[config.mk]
export PLATFORM = sky130hd
export DESIGN_NAME = mmu_check_eval
export DESIGN_NICKNAME = d
export VERILOG_FILES = /design/src/rtl/mmu_chk_pkg.sv /design/src/rtl/mmu_check_eval.sv
export SDC_FILE = /design/constraint.sdc
export NUM_CORES = 1
export LEC_CHECK = 0
export ABC_CLOCK_PERIOD_IN_PS = 9100
export BUFFER_PORTS_ARGS = -buffer_cell sky130_fd_sc_hd__buf_2
export CELL_PAD_IN_SITES_DETAIL_PLACEMENT = 0
export CELL_PAD_IN_SITES_GLOBAL_PLACEMENT = 2
export CORE_ASPECT_RATIO = 1.1
export CORE_UTILIZATION = 12
export DETAILED_ROUTE_END_ITERATION = 6
export PLACE_DENSITY_LB_ADDON = 0.1
export SLEW_MARGIN = 10
export SYNTH_ARGS = -nofsm -noshare
export SYNTH_HDL_FRONTEND = slang
export SYNTH_SLANG_ARGS = --single-unit
[constraint.sdc]
create_clock -name vclk -period 9.1
set_input_delay 2.73 -clock vclk [all_inputs]
set_output_delay 2.73 -clock vclk [all_outputs]
set_load 0.1 [all_outputs]
[src/rtl/mmu_chk_pkg.sv]
package mmu_chk_pkg;

   localparam int ASI_W  = 8;
   localparam int SFSR_W = 16 + ASI_W;

   typedef enum logic [2:0] {
      FLT_NONE        = 3'd0,
      FLT_MISALIGN    = 3'd1,
      FLT_VA_RANGE    = 3'd2,
      FLT_REAL_MISS   = 3'd3,
      FLT_MMU_MISS    = 3'd4,
      FLT_PROTECT     = 3'd5,
      FLT_ACCESS      = 3'd6,
      FLT_PRIV_ACTION = 3'd7
   } flt_e;

   typedef enum logic [1:0] {
      CT_PRIMARY   = 2'd0,
      CT_SECONDARY = 2'd1,
      CT_NUCLEUS   = 2'd2
   } ctx_type_e;

   typedef enum logic [4:0] {
      FT_OTHER     = 5'd0,
      FT_PRIV_VIOL = 5'd1,
      FT_NF_LOAD   = 5'd2,
      FT_ILL_ASI   = 5'd3,
      FT_VA_RANGE  = 5'd4
   } ftype_e;

   localparam logic [ASI_W-1:0] ASI_IMPLICIT = 8'h00;
   localparam logic [ASI_W-1:0] ASI_REAL     = 8'h14;
   localparam logic [ASI_W-1:0] ASI_HYP_LO   = 8'h30;

   function automatic logic asi_user_ok(input logic [ASI_W-1:0] a);
      return a[ASI_W-1];
   endfunction

   function automatic logic asi_hyp_only(input logic [ASI_W-1:0] a);
      return !a[ASI_W-1] && (a >= ASI_HYP_LO);
   endfunction

   function automatic logic asi_secondary(input logic [ASI_W-1:0] a);
      return a[ASI_W-1] && a[0];
   endfunction

   function automatic logic asi_nofault(input logic [ASI_W-1:0] a);
      return a[ASI_W-1] && a[1];
   endfunction

   function automatic logic flt_records(input flt_e f);
      return (f == FLT_MISALIGN) || (f == FLT_VA_RANGE) || (f == FLT_PROTECT) ||
             (f == FLT_ACCESS) || (f == FLT_PRIV_ACTION);
   endfunction

   function automatic logic flt_is_miss(input flt_e f);
      return (f == FLT_REAL_MISS) || (f == FLT_MMU_MISS);
   endfunction

endpackage

[src/rtl/mmu_check_eval.sv]
module mmu_check_eval
   import mmu_chk_pkg::*;
#(
   parameter int              VA_W    = 64,
   parameter int              PA_W    = 40,
   parameter int              AMASK_W = 32,
   parameter bit              HOLE_EN = 1'b1,
   parameter logic [VA_W-1:0] HOLE_LO = '0,
   parameter logic [VA_W-1:0] HOLE_HI = '0
) (
   input  logic [VA_W-1:0] va,
   input  logic [1:0]      size,
   input  logic            write,
   input  logic            amask,
   input  logic            priv,
   input  logic            bypass,
   input  logic            lookup_real,
   input  flt_e            asi_fault,
   input  logic            nf_ok,
   input  ctx_type_e       ct,
   input  logic            tlb_hit,
   input  logic [PA_W-1:0] tlb_pa,
   input  logic [PA_W-1:0] tlb_off_mask,
   input  logic            tlb_writable,
   input  logic            tlb_nofault,
   input  logic            tlb_side,
   input  logic            tlb_priv,
   output logic [VA_W-1:0] va_eff,
   output flt_e            fault,
   output ftype_e          ftype,
   output ctx_type_e       fs_ct,
   output logic            fs_side,
   output logic [PA_W-1:0] pa,
   output logic            uncache
);

   logic [2:0] low_mask;
   logic       misaligned;
   logic       in_hole;

   always_comb begin
      va_eff = va;
      if (amask) begin
         va_eff = '0;
         va_eff[AMASK_W-1:0] = va[AMASK_W-1:0];
      end
      low_mask   = 3'((4'd1 << size) - 4'd1);
      misaligned = |(va[2:0] & low_mask);
   end

   generate
      if (HOLE_EN) begin : g_hole
         assign in_hole = !amask && (va_eff >= HOLE_LO) && (va_eff <= HOLE_HI);
      end else begin : g_no_hole
         assign in_hole = 1'b0;
      end
   endgenerate

   always_comb begin
      fault   = FLT_NONE;
      ftype   = FT_OTHER;
      fs_ct   = ct;
      fs_side = 1'b0;
      pa      = '0;
      uncache = 1'b0;
      if (bypass) begin
         pa = va[PA_W-1:0];
      end else if (asi_fault != FLT_NONE) begin
         fault = asi_fault;
         ftype = FT_ILL_ASI;
         fs_ct = CT_NUCLEUS;
      end else if (misaligned) begin
         fault = FLT_MISALIGN;
      end else if (in_hole) begin
         fault   = FLT_VA_RANGE;
         ftype   = FT_VA_RANGE;
         fs_side = 1'b1;
      end else if (!tlb_hit) begin
         fault = lookup_real ? FLT_REAL_MISS : FLT_MMU_MISS;
      end else if (write && !tlb_writable) begin
         fault   = FLT_PROTECT;
         fs_side = tlb_side;
      end else if (tlb_nofault && !nf_ok) begin
         fault   = FLT_ACCESS;
         ftype   = FT_NF_LOAD;
         fs_side = tlb_side;
      end else if (!priv && tlb_priv) begin
         fault   = FLT_ACCESS;
         ftype   = FT_PRIV_VIOL;
         fs_side = tlb_side;
      end else begin
         pa      = (tlb_pa & ~tlb_off_mask) | (va_eff[PA_W-1:0] & tlb_off_mask);
         uncache = tlb_side;
      end
   end

endmodule

# ---- After elaboration in Yosys (flattened, before gate mapping)
# Cells that the tools add are included.
dict set report word_totals {
  in_bits 162
  regBits 0
  romBits 0
  latch_bits 0
  n_memories 0
  out_inout_bits 116
  mem_bits_rw 0
}
dict set report classes {
  n_mul 0
  n_div 0
  n_bitwise 5
  addsub 1
  reduce_logical 11
  n_mux 44
  shifts 1
  eq_ne 0
  magnitude_cmp 2
}
# cell count
set op_table {}
lappend op_table {{$mux 40} 8}
lappend op_table {{$and 40x40->40} 2}
lappend op_table {{$ge 64x1->1 const B} 1}
lappend op_table {{$le 64x1->1 const B} 1}
lappend op_table {{$mux 64} 1}
lappend op_table {{$not 40->40} 1}
lappend op_table {{$or 40x40->40} 1}
lappend op_table {{$mux 3} 13}
lappend op_table {{$mux 1} 17}
lappend op_table {{$mux 2} 5}
lappend op_table {{$logic_and 1x1->1} 5}
lappend op_table {{$logic_not 1->1} 4}
lappend op_table {{$and 3x3->3} 1}
lappend op_table {{$reduce_bool 3->1} 1}
lappend op_table {{$reduce_or 3->1} 1}
lappend op_table {{$shl 1x2->3 const A} 1}
lappend op_table {{$sub 3x1->3 const B} 1}

# ---- Depth between registers and ports, before layout
# Gate-level depths: netlist of the first run.
dict set report depth {
  word_depth 11
  mapped_depth 6
}

# ---- Worst setup path after synthesis of the first run
# OpenSTA, ideal clock, no wires.
dict set report synth_timing {
  path_kind {input -> output}
  start {input port amask}
  end {output port pa[32]}
  path_slack_ns -0.269
  path_buffers 1
  path_stages 4
  t_arrival_ns 6.639
  cell_sequence {clkbuf_1 -> nor2b_1 -> mux2i_1 -> o21ai_0}
}
dict set report synth_via {
  elab_chain_cells 11
}
# item line
set synth_lines {}
lappend synth_lines {{start: declaration} mmu_check_eval.sv:14} ;# input logic amask,
lappend synth_lines {{$mux 64 *} mmu_check_eval.sv:43} ;# if (amask) begin
lappend synth_lines {{named net va_eff[32]} mmu_check_eval.sv:28} ;# output logic [VA_W-1:0] va_eff,
lappend synth_lines {{parallel branches: the longest is 6 deep, another holds $ge 64x1->1} --}
lappend synth_lines {{$mux 40 *} mmu_check_eval.sv:74} ;# end else if (in_hole) begin
lappend synth_lines {{$mux 40 *} mmu_check_eval.sv:72} ;# end else if (misaligned) begin
lappend synth_lines {{$mux 40 *} mmu_check_eval.sv:68} ;# end else if (asi_fault != FLT_NONE) begin
lappend synth_lines {{$mux 40 *} mmu_check_eval.sv:66} ;# if (bypass) begin
lappend synth_lines {{end: declaration} mmu_check_eval.sv:33} ;# output logic [PA_W-1:0] pa,
# Mark *: on every way through the listed nets, which the timed path passes.

# ---- Worst setup path after layout of the first run
dict set report layout_timing {
  start {input port va[11]}
  end {output port pa[15]}
}
dict set report layout_via {
  elab_chain_cells 8
}
# item line
set layout_lines {}
lappend layout_lines {{start: declaration} mmu_check_eval.sv:11} ;# input logic [VA_W-1:0] va,
lappend layout_lines {{$mux 64 *} mmu_check_eval.sv:43}
lappend layout_lines {{$ge 64x1->1} mmu_check_eval.sv:53} ;# assign in_hole = !amask && (va_eff >= HOLE_LO) && (va_eff <= HOLE_HI);
lappend layout_lines {{$logic_and 1x1->1} mmu_check_eval.sv:53}
lappend layout_lines {{$logic_and 1x1->1 *} mmu_check_eval.sv:53}
lappend layout_lines {{$mux 40 *} mmu_check_eval.sv:74}
lappend layout_lines {{$mux 40 *} mmu_check_eval.sv:72}
lappend layout_lines {{$mux 40 *} mmu_check_eval.sv:68}
lappend layout_lines {{$mux 40 *} mmu_check_eval.sv:66}
# Every way passes the cells marked *; elsewhere a longest branch is shown, timed or not.

==> results.toml, run 1 <==
[outcome]
status = "finished clean"

[route]
antenna_left = 0
avgViaCountPerCell = 3.92
wire_per_inst_um = 14.3
drt_iter0_markers = 47
wirelength_um = 9720
vias = 2676
drc_errors = 0
firstDrtPassIters = 4

[critical_path]
path_class = "primary input to primary output"
arrival_ns = 5.34
cp-end-kind = "primary output"
crit_fanout = 41
critPathLaunchType = "primary input"
required_ns = 6.37

[power_and_ir_drop]
power_density_nw_per_um2 = 106
leakage_nw = 1.73
peakVddDrop_mv = 0.0284

[global_routing]
grt_max_degree = 44
grt_overflow = 0
antenna_found_initial = 0
grt_pass1_vias = 2532
grt_pass1_wl_um = 13900
grt_usage = 0.123

[floorplanning]
initial_core_util = 0.125
die_h_um = 126
std_cell_rows = 44
die_area_um2 = 14400
coreArea_um2 = 13400
die_x_um = 115
pin_count = 278

[timing]
final-setup-viol-count = 0
worst_slew_pin_slew_ns = 0.742
fin_ws_ns = 1.03
finalMaxSlewViolations = 0
finalCriticalPeriod_ns = 8.07
setup_tns_ns = 0
rsz0062_at_grt = "no"
fmax_mhz = 124
hold_violations = 0
period_share = 0.887
relSlewSlack = 0.505

[yosys]
yosysTopAreaCell = "mux2i_1"
yosys_warnings = 0
syn_avg_cell_area_um2 = 6.32
syn_inst = 265
synth.top_cell.area_share = 0.239
yosysUniqueCellTypes = 35
ys_seq_area_frac = 0
synthesis.area_um2 = 1670
yosys-top-cells-area = "mux2i_1 (24%), buf_4 (16%), nor2b_1 (13%)"

[placement]
pre_cts_slack_ns = 0.847
gp_congestion = 0.736
placed_cell_area_um2 = 2990
dpl.hpwl_um = 8400
numPortBuffers = 276

[cells_and_area]
nets = 662
design.seq.count = 0
drive_above_1_share = 0.574
final_area_um2 = 2990
multiInputGateArea_um2 = 1350
nFillCells = 1585
num_antenna_cells = 0
syn_to_final_growth_pct = 78.6
num-clock-buffers = 0
seq_area_um2 = 0

[worst_hold_path]
hp-class = "primary input to primary output"

[job]
maxCapViolCount = 0

[clock_network]
post_cts_buffers = 0
ctsResizeCount = 0
hold_buffers = 0
## per-layer routing
layer | track usage | part of all wire
met1 | 0.131 | 0.37
met2 | 0.263 | 0.56
met3 | 0.0115 | 0.062
met4 | 0.00764 | 0.0071
met5 | 0 | 0
## worst max-delay path: stages
cell and delay (ns):
buf_2 0.12, or4_1 0.52, or4_1 0.43, nor4_2 0.27, a211o_2 0.66, o21ai_0 0.23, buf_2 0.34
## path summary, 6_finish.rpt
kind                  depth (start not counted)  slack, ns    from    endpoint
worst min-delay path                          2       5.86  va[24]  va_eff[24]
worst max-delay path                          7       1.03  va[11]      pa[15]
## where the power goes
part / switching, mW / total [mW] / internal [mW]
combinational: 0.253 / 0.316 / 0.0627
clock: 0 / 0 / 0
sequential: 0 / 0 / 0
## placed cells by master (no fill, tap or decap), types with 2 or more instances in the layout
cell and n:
buf_2 276, nand2_1 44, mux2i_1 40, nor2b_1 35, o21ai_0 35, nor4_1 14, o21ai_1 7, nor2_1 6
nor3_1 5, nand2b_1 4, inv_1 3, a21oi_1 3, nand4_1 2, nand3_1 2, or4_1 2, conb_1 2
buf_4 2
## per-stage QoR
step,hold WS (ns),utilization,power [mW],std cells
global route,5.87,0.223,0.330,682
global placement,5.87,0.223,0.319,682
finish,5.86,0.223,0.316,682
floorplan,5.67,-,0.250,266
detailed placement,5.87,0.223,0.318,682
CTS,5.87,0.223,0.319,682
## area by class of cell
cell class	instances	share of cell area
multi-input combinational	217	0.452
inverter	3	0.00377
timing repair buffer	278	0.467
tap	184	0.0770
## synth_stat cells (2+ instances only)
master    count
a21oi_1       3
buf_4        35
clkbuf_1      7
clkbuf_2      3
inv_1         3
mux2i_1      40
nand2_1      44
nand2b_1      4
nand3_1       2
nand4_1       2
nor2_1        6
nor2b_1      35
nor3_1        5
nor4_1       14
o21ai_0      40
o21ai_1       2
or4_1         2
## kinds of logic (layout without fill, tap and decap cells)
logic type             count (synthesis)  after routing  share of synthesized area
and+or+nand+nor                      121            121                      0.380
AOI/OAI and AO/OA                     54             54                      0.183
other                                  1              2                    0.00224
muxes                                 40             40                      0.239
buffers and inverters                 49            281                      0.195
No activity file was read; power rests on OpenSTA's default activity.
==> run 2, diff against run 1 <==
--- a/config.mk
+++ b/config.mk
@@ -8,10 +8,10 @@
 export ABC_CLOCK_PERIOD_IN_PS = 9100
 export BUFFER_PORTS_ARGS = -buffer_cell sky130_fd_sc_hd__buf_2
 export CELL_PAD_IN_SITES_DETAIL_PLACEMENT = 0
-export CELL_PAD_IN_SITES_GLOBAL_PLACEMENT = 2
-export CORE_ASPECT_RATIO = 1.1
-export CORE_UTILIZATION = 12
+export CELL_PAD_IN_SITES_GLOBAL_PLACEMENT = 1
+export CORE_AREA = 2 2 109 111
 export DETAILED_ROUTE_END_ITERATION = 6
+export DIE_AREA = 0 0 111 113
 export PLACE_DENSITY_LB_ADDON = 0.1
 export SLEW_MARGIN = 10
 export SYNTH_ARGS = -nofsm -noshare
==> run 2 against run 1 <==
Against the previous run:
- via count grew 1.6%
- sequential cell count is the same
- sequential share of layout area unchanged
- worst hold slack worse by 0.00076 ns
- final cell count fell by 6.0%
- highest routed layer unchanged
- first-iteration DRC count is 34% higher
- power down 0.32%
- core utilization grew 3.7 points
- critical endpoint is now pa[36]
- wire length down 6.7%
- die area down 13%
==> results.toml, run 2 (same netlist as run 1, synthesis figures left out) <==
[timing]
period_share = 0.878
final-setup-viol-count = 0
hold_violations = 0
finalMaxSlewViolations = 0
holdWs_ns = 5.86
rsz0062_at_grt = "no"
setup_tns_ns = 0
finalCriticalPeriod_ns = 7.99
worst_slew_pin_slew_ns = 0.704
relSlewSlack = 0.531
fmax_mhz = 125

[clock_network]
post_cts_buffers = 0
hold_buffers = 0
ctsResizeCount = 0

[placement]
dpl.hpwl_um = 7780
numPortBuffers = 276
dp_cells = 641
gp_congestion = 0.800

[critical_path]
cp-end-kind = "primary output"
path_class = "primary input to primary output"
arrival_ns = 5.26
critPathLaunchType = "primary input"
required_ns = 6.37
critPathMaxStageDelay_ns = 0.64
crit_fanout = 41
critPathSlowestCell = "a211o_2"
crit_chain = "buf_2 > or4_1 > or4_1 > nor4_2 > a211o_2 > o21ai_0 > buf_2"

[cells_and_area]
finalNonFillerCells = 641
syn_to_final_growth_pct = 75.5
drive_above_1_share = 0.574
num_antenna_cells = 0
nFillCells = 1311
postLayoutCoreUtil = 0.261
nets = 662
final_cell_mix = "buf_2 (276), nand2_1 (44), mux2i_1 (40), nor2b_1 (35), o21ai_0 (35)"
design.seq.count = 0
num-clock-buffers = 0
multiInputGateArea_um2 = 1350
seq_area_um2 = 0
final_common_cell = "buf_2"

[power_and_ir_drop]
seqPwrFrac = 0
power.total_mw = 0.315
switching_power_mw = 0.252
peakVddDrop_mv = 0.0343
p_clk_frac = 0
pwr-share-comb = 1.000
power_density_nw_per_um2 = 107
power.share.switching = 0.801
internal_power_mw = 0.0627
leakage_nw = 1.73

[floorplanning]
pin_count = 278
coreArea_um2 = 11300
die_x_um = 111
die_area_um2 = 12500
std_cell_rows = 39
die_h_um = 113
initial_core_util = 0.149

[route]
wirelength_um = 9070
antenna_left = 0
vias = 2719
drt_iter0_markers = 63
wire_per_inst_um = 14.1
firstDrtPassIters = 4
avgViaCountPerCell = 4.24
drc_errors = 0

[global_routing]
grt_overflow = 0
grt_max_degree = 44
grt_pass1_wl_um = 13200
grt_pass1_vias = 2514
antenna_found_initial = 0
grt_usage = 0.127

[job]
maxCapViolCount = 0

[worst_hold_path]
hp-class = "primary input to primary output"

[outcome]
status = "finished clean"
## run 2: cell counts in the layout (fill, tap and decap cells not counted)
No cell type changed its count.
## run 2: power groups by stage
stage / Clock [mW] / Sequential, mW / Combinational (mW)
after floorplan: 0 / 0 / 0.250
after global placement: 0 / 0 / 0.317
after detailed placement: 0 / 0 / 0.317
after CTS: 0 / 0 / 0.317
after global routing: 0 / 0 / 0.328
final: 0 / 0 / 0.315
## run 2: final cells by class
class	instances	share of cell area
Inverter	3	0.00383
Timing Repair Buffer	278	0.475
Tap cell	143	0.0609
Multi-Input combinational cell	217	0.460
## run 2: per-stage QoR
stage | area, um2 | worst slack, ns
2_1_floorplan | 1680 | 0.210
3_3_place_gp | 2940 | 1.04
3_5_place_dp | 2940 | 1.01
4_1_cts | 2940 | 1.02
5_1_grt | 2940 | 0.844
6_report | 2940 | 1.11
## run 2: critical path: cells and delay by family
kind / cells / cell delay (ns)
AOI/OAI and AO/OA: 2 / 0.85
and+or+nand+nor: 3 / 1.21
buffers and inverters: 2 / 0.45
## run 2: final timing paths
kind | endpoint | depth (start not counted) | slack (ns) | start
worst min-delay path | va_eff[19] | 2 | 5.86 | va[19]
worst max-delay path | pa[36] | 7 | 1.11 | va[11]
## run 2: metal layers
layer | share of wire | GRT usage | vias to the layer above
met2 | 0.56 | 0.270 | 133
met4 | 0.0046 | 0.00500 | 0
met5 | 0 | 0 | -
li1 | - | - | 1375
met3 | 0.059 | 0.0107 | 4
met1 | 0.38 | 0.143 | 1207
==> run 3, diff against run 2 <==
--- a/config.mk
+++ b/config.mk
@@ -5,14 +5,16 @@
 export SDC_FILE = /design/constraint.sdc
 export NUM_CORES = 1
 export LEC_CHECK = 0
-export ABC_CLOCK_PERIOD_IN_PS = 9100
+export ABC_CLOCK_PERIOD_IN_PS = 8600
 export BUFFER_PORTS_ARGS = -buffer_cell sky130_fd_sc_hd__buf_2
 export CELL_PAD_IN_SITES_DETAIL_PLACEMENT = 0
 export CELL_PAD_IN_SITES_GLOBAL_PLACEMENT = 1
 export CORE_AREA = 2 2 109 111
 export DETAILED_ROUTE_END_ITERATION = 6
 export DIE_AREA = 0 0 111 113
+export GPL_TIMING_DRIVEN = 0
 export PLACE_DENSITY_LB_ADDON = 0.1
+export REMOVE_ABC_BUFFERS = 1
 export SLEW_MARGIN = 10
 export SYNTH_ARGS = -nofsm -noshare
 export SYNTH_HDL_FRONTEND = slang
==> constraint.sdc (replaced) <==
create_clock -name vclk -period 8.6
set_input_delay 2.58 -clock vclk [all_inputs]
set_output_delay 2.58 -clock vclk [all_outputs]
set_load 0.1 [all_outputs]
==> run 3 against run 2 <==
Against the previous run:
- clock-buffer cell count is the same
- global-route usage down 0.56 points
- worst setup slack worse by 0.54 ns
- core utilization decreased by 0.13 points
- sequential cell count unchanged
- power grew 4.8%
- via count shrank 0.77%
- sequential share of layout area stayed put
- first-iteration DRC count fell by 7.9%
- non-clock buffer count down 2
- die area unchanged
- critical path depth stayed put
==> results.toml, run 3 (same netlist as run 1, synthesis figures left out) <==
[outcome]
status = "finished clean"

[placement]
dpl.hpwl_um = 7160
gp_congestion = 0.794
dp_cells = 639
numPortBuffers = 276

[worst_hold_path]
hp-class = "primary input to primary output"
whs_path_depth = 2
min_from = "va[5]"

[critical_path]
startpoint = "amask"
arrival_ns = 5.45
required_ns = 6.02
path_class = "primary input to primary output"
cpMostUsedCell = "buf_2"
critPathLaunchType = "primary input"
cp-end-kind = "primary output"
crit_chain = "buf_2 > and2b_2 > or4_1 > nor4_2 > a211o_2 > o21ai_0 > buf_2"
crit_fanout = 41
critPathMaxStageDelay_ns = 0.67
critPathSlowestCell = "a211o_2"

[cells_and_area]
num_antenna_cells = 0
design.seq.count = 0
final_cell_mix = "buf_2 (276), nand2_1 (44), mux2i_1 (40), o21ai_0 (40), nor2b_1 (35)"
nets = 660
finalNonFillerCells = 639
drive_above_1_share = 0.573
num-clock-buffers = 0
seq_area_um2 = 0
nFillCells = 1306
final_common_cell = "buf_2"
syn_to_final_growth_pct = 74.6
postLayoutCoreUtil = 0.259

[floorplanning]
die_h_um = 113
coreArea_um2 = 11300
std_cell_rows = 39
pin_count = 278
die_area_um2 = 12500
initial_core_util = 0.149
die_x_um = 111

[timing]
holdWs_ns = 5.57
finalCriticalPeriod_ns = 8.03
period_share = 0.934
rsz0062_at_grt = "no"
final-setup-viol-count = 0
hold_violations = 0
relSlewSlack = 0.429
fmax_mhz = 125
worst_slew_pin_slew_ns = 0.857
finalMaxSlewViolations = 0

[route]
drc_errors = 0
routed-wl-met3_um = 668
wl_met2_um = 4680
vias = 2698
wirelength_um = 8430
wire_per_inst_um = 13.2
drt_iter0_markers = 58
wl_met1_um = 3080
firstDrtPassIters = 4
antenna_left = 0
highest_layer = "met3"
avgViaCountPerCell = 4.22

[clock_network]
ctsResizeCount = 0
post_cts_buffers = 0
hold_buffers = 0

[power_and_ir_drop]
power.total_mw = 0.330
peakVddDrop_mv = 0.0470
leakage_nw = 1.72
power_density_nw_per_um2 = 113

[global_routing]
grt_pass1_vias = 2482
grt_overflow = 0
grt_pass1_wl_um = 12700
antenna_found_initial = 0
grt_usage = 0.122
grt_max_degree = 45

[job]
maxCapViolCount = 0
## run 3: changes by cell type in the layout (fill, tap and decap cells not counted)
cell     change
buf_4        -2
o21ai_0      +5
o21ai_1      -5
## run 3: path summary, 6_finish.rpt
| check | endpoint | slack, ns |
|---|---|---|
| max | pa[17] | 0.57 |
| min | va_eff[5] | 5.57 |
## run 3: worst max-delay path, delay by kind of cell
kind / cells / cell delay, ns
and+or+nand+nor: 3 / 1.12
buffers and inverters: 2 / 0.83
AOI/OAI and AO/OA: 2 / 0.91
## run 3: cell type report
| cell class | instances | area [um2] | area share |
|---|---|---|---|
| well taps | 143 | 179 | 0.0612 |
| inverters | 3 | 11.3 | 0.00385 |
| repair buffers | 276 | 1380 | 0.473 |
| multi-input cells | 217 | 1350 | 0.462 |
## run 3: power by group
group / internal (mW) / switching [mW] / total, mW / leakage, nW
Combinational: 0.0657 / 0.264 / 0.330 / 1.72
Sequential: 0 / 0 / 0 / 0
Clock: 0 / 0 / 0 / 0
## run 3: per-layer routing
| metal | track usage | vias up |
|---|---|---|
| met5 | 0 | - |
| met4 | 0 | 0 |
| met3 | 0.0177 | 0 |
| met2 | 0.256 | 140 |
| met1 | 0.136 | 1192 |
| li1 | - | 1366 |
## run 3: metrics by stage
step           setup slack, ns  setup TNS (ns)  instance area (um2)
6_report                 0.571               0                 2920
5_1_grt                  0.187               0                 2920
4_1_cts                  0.365               0                 2920
3_5_place_dp             0.356               0                 2920
3_3_place_gp             0.381               0                 2920
2_1_floorplan           -0.276           -2.05                 1360
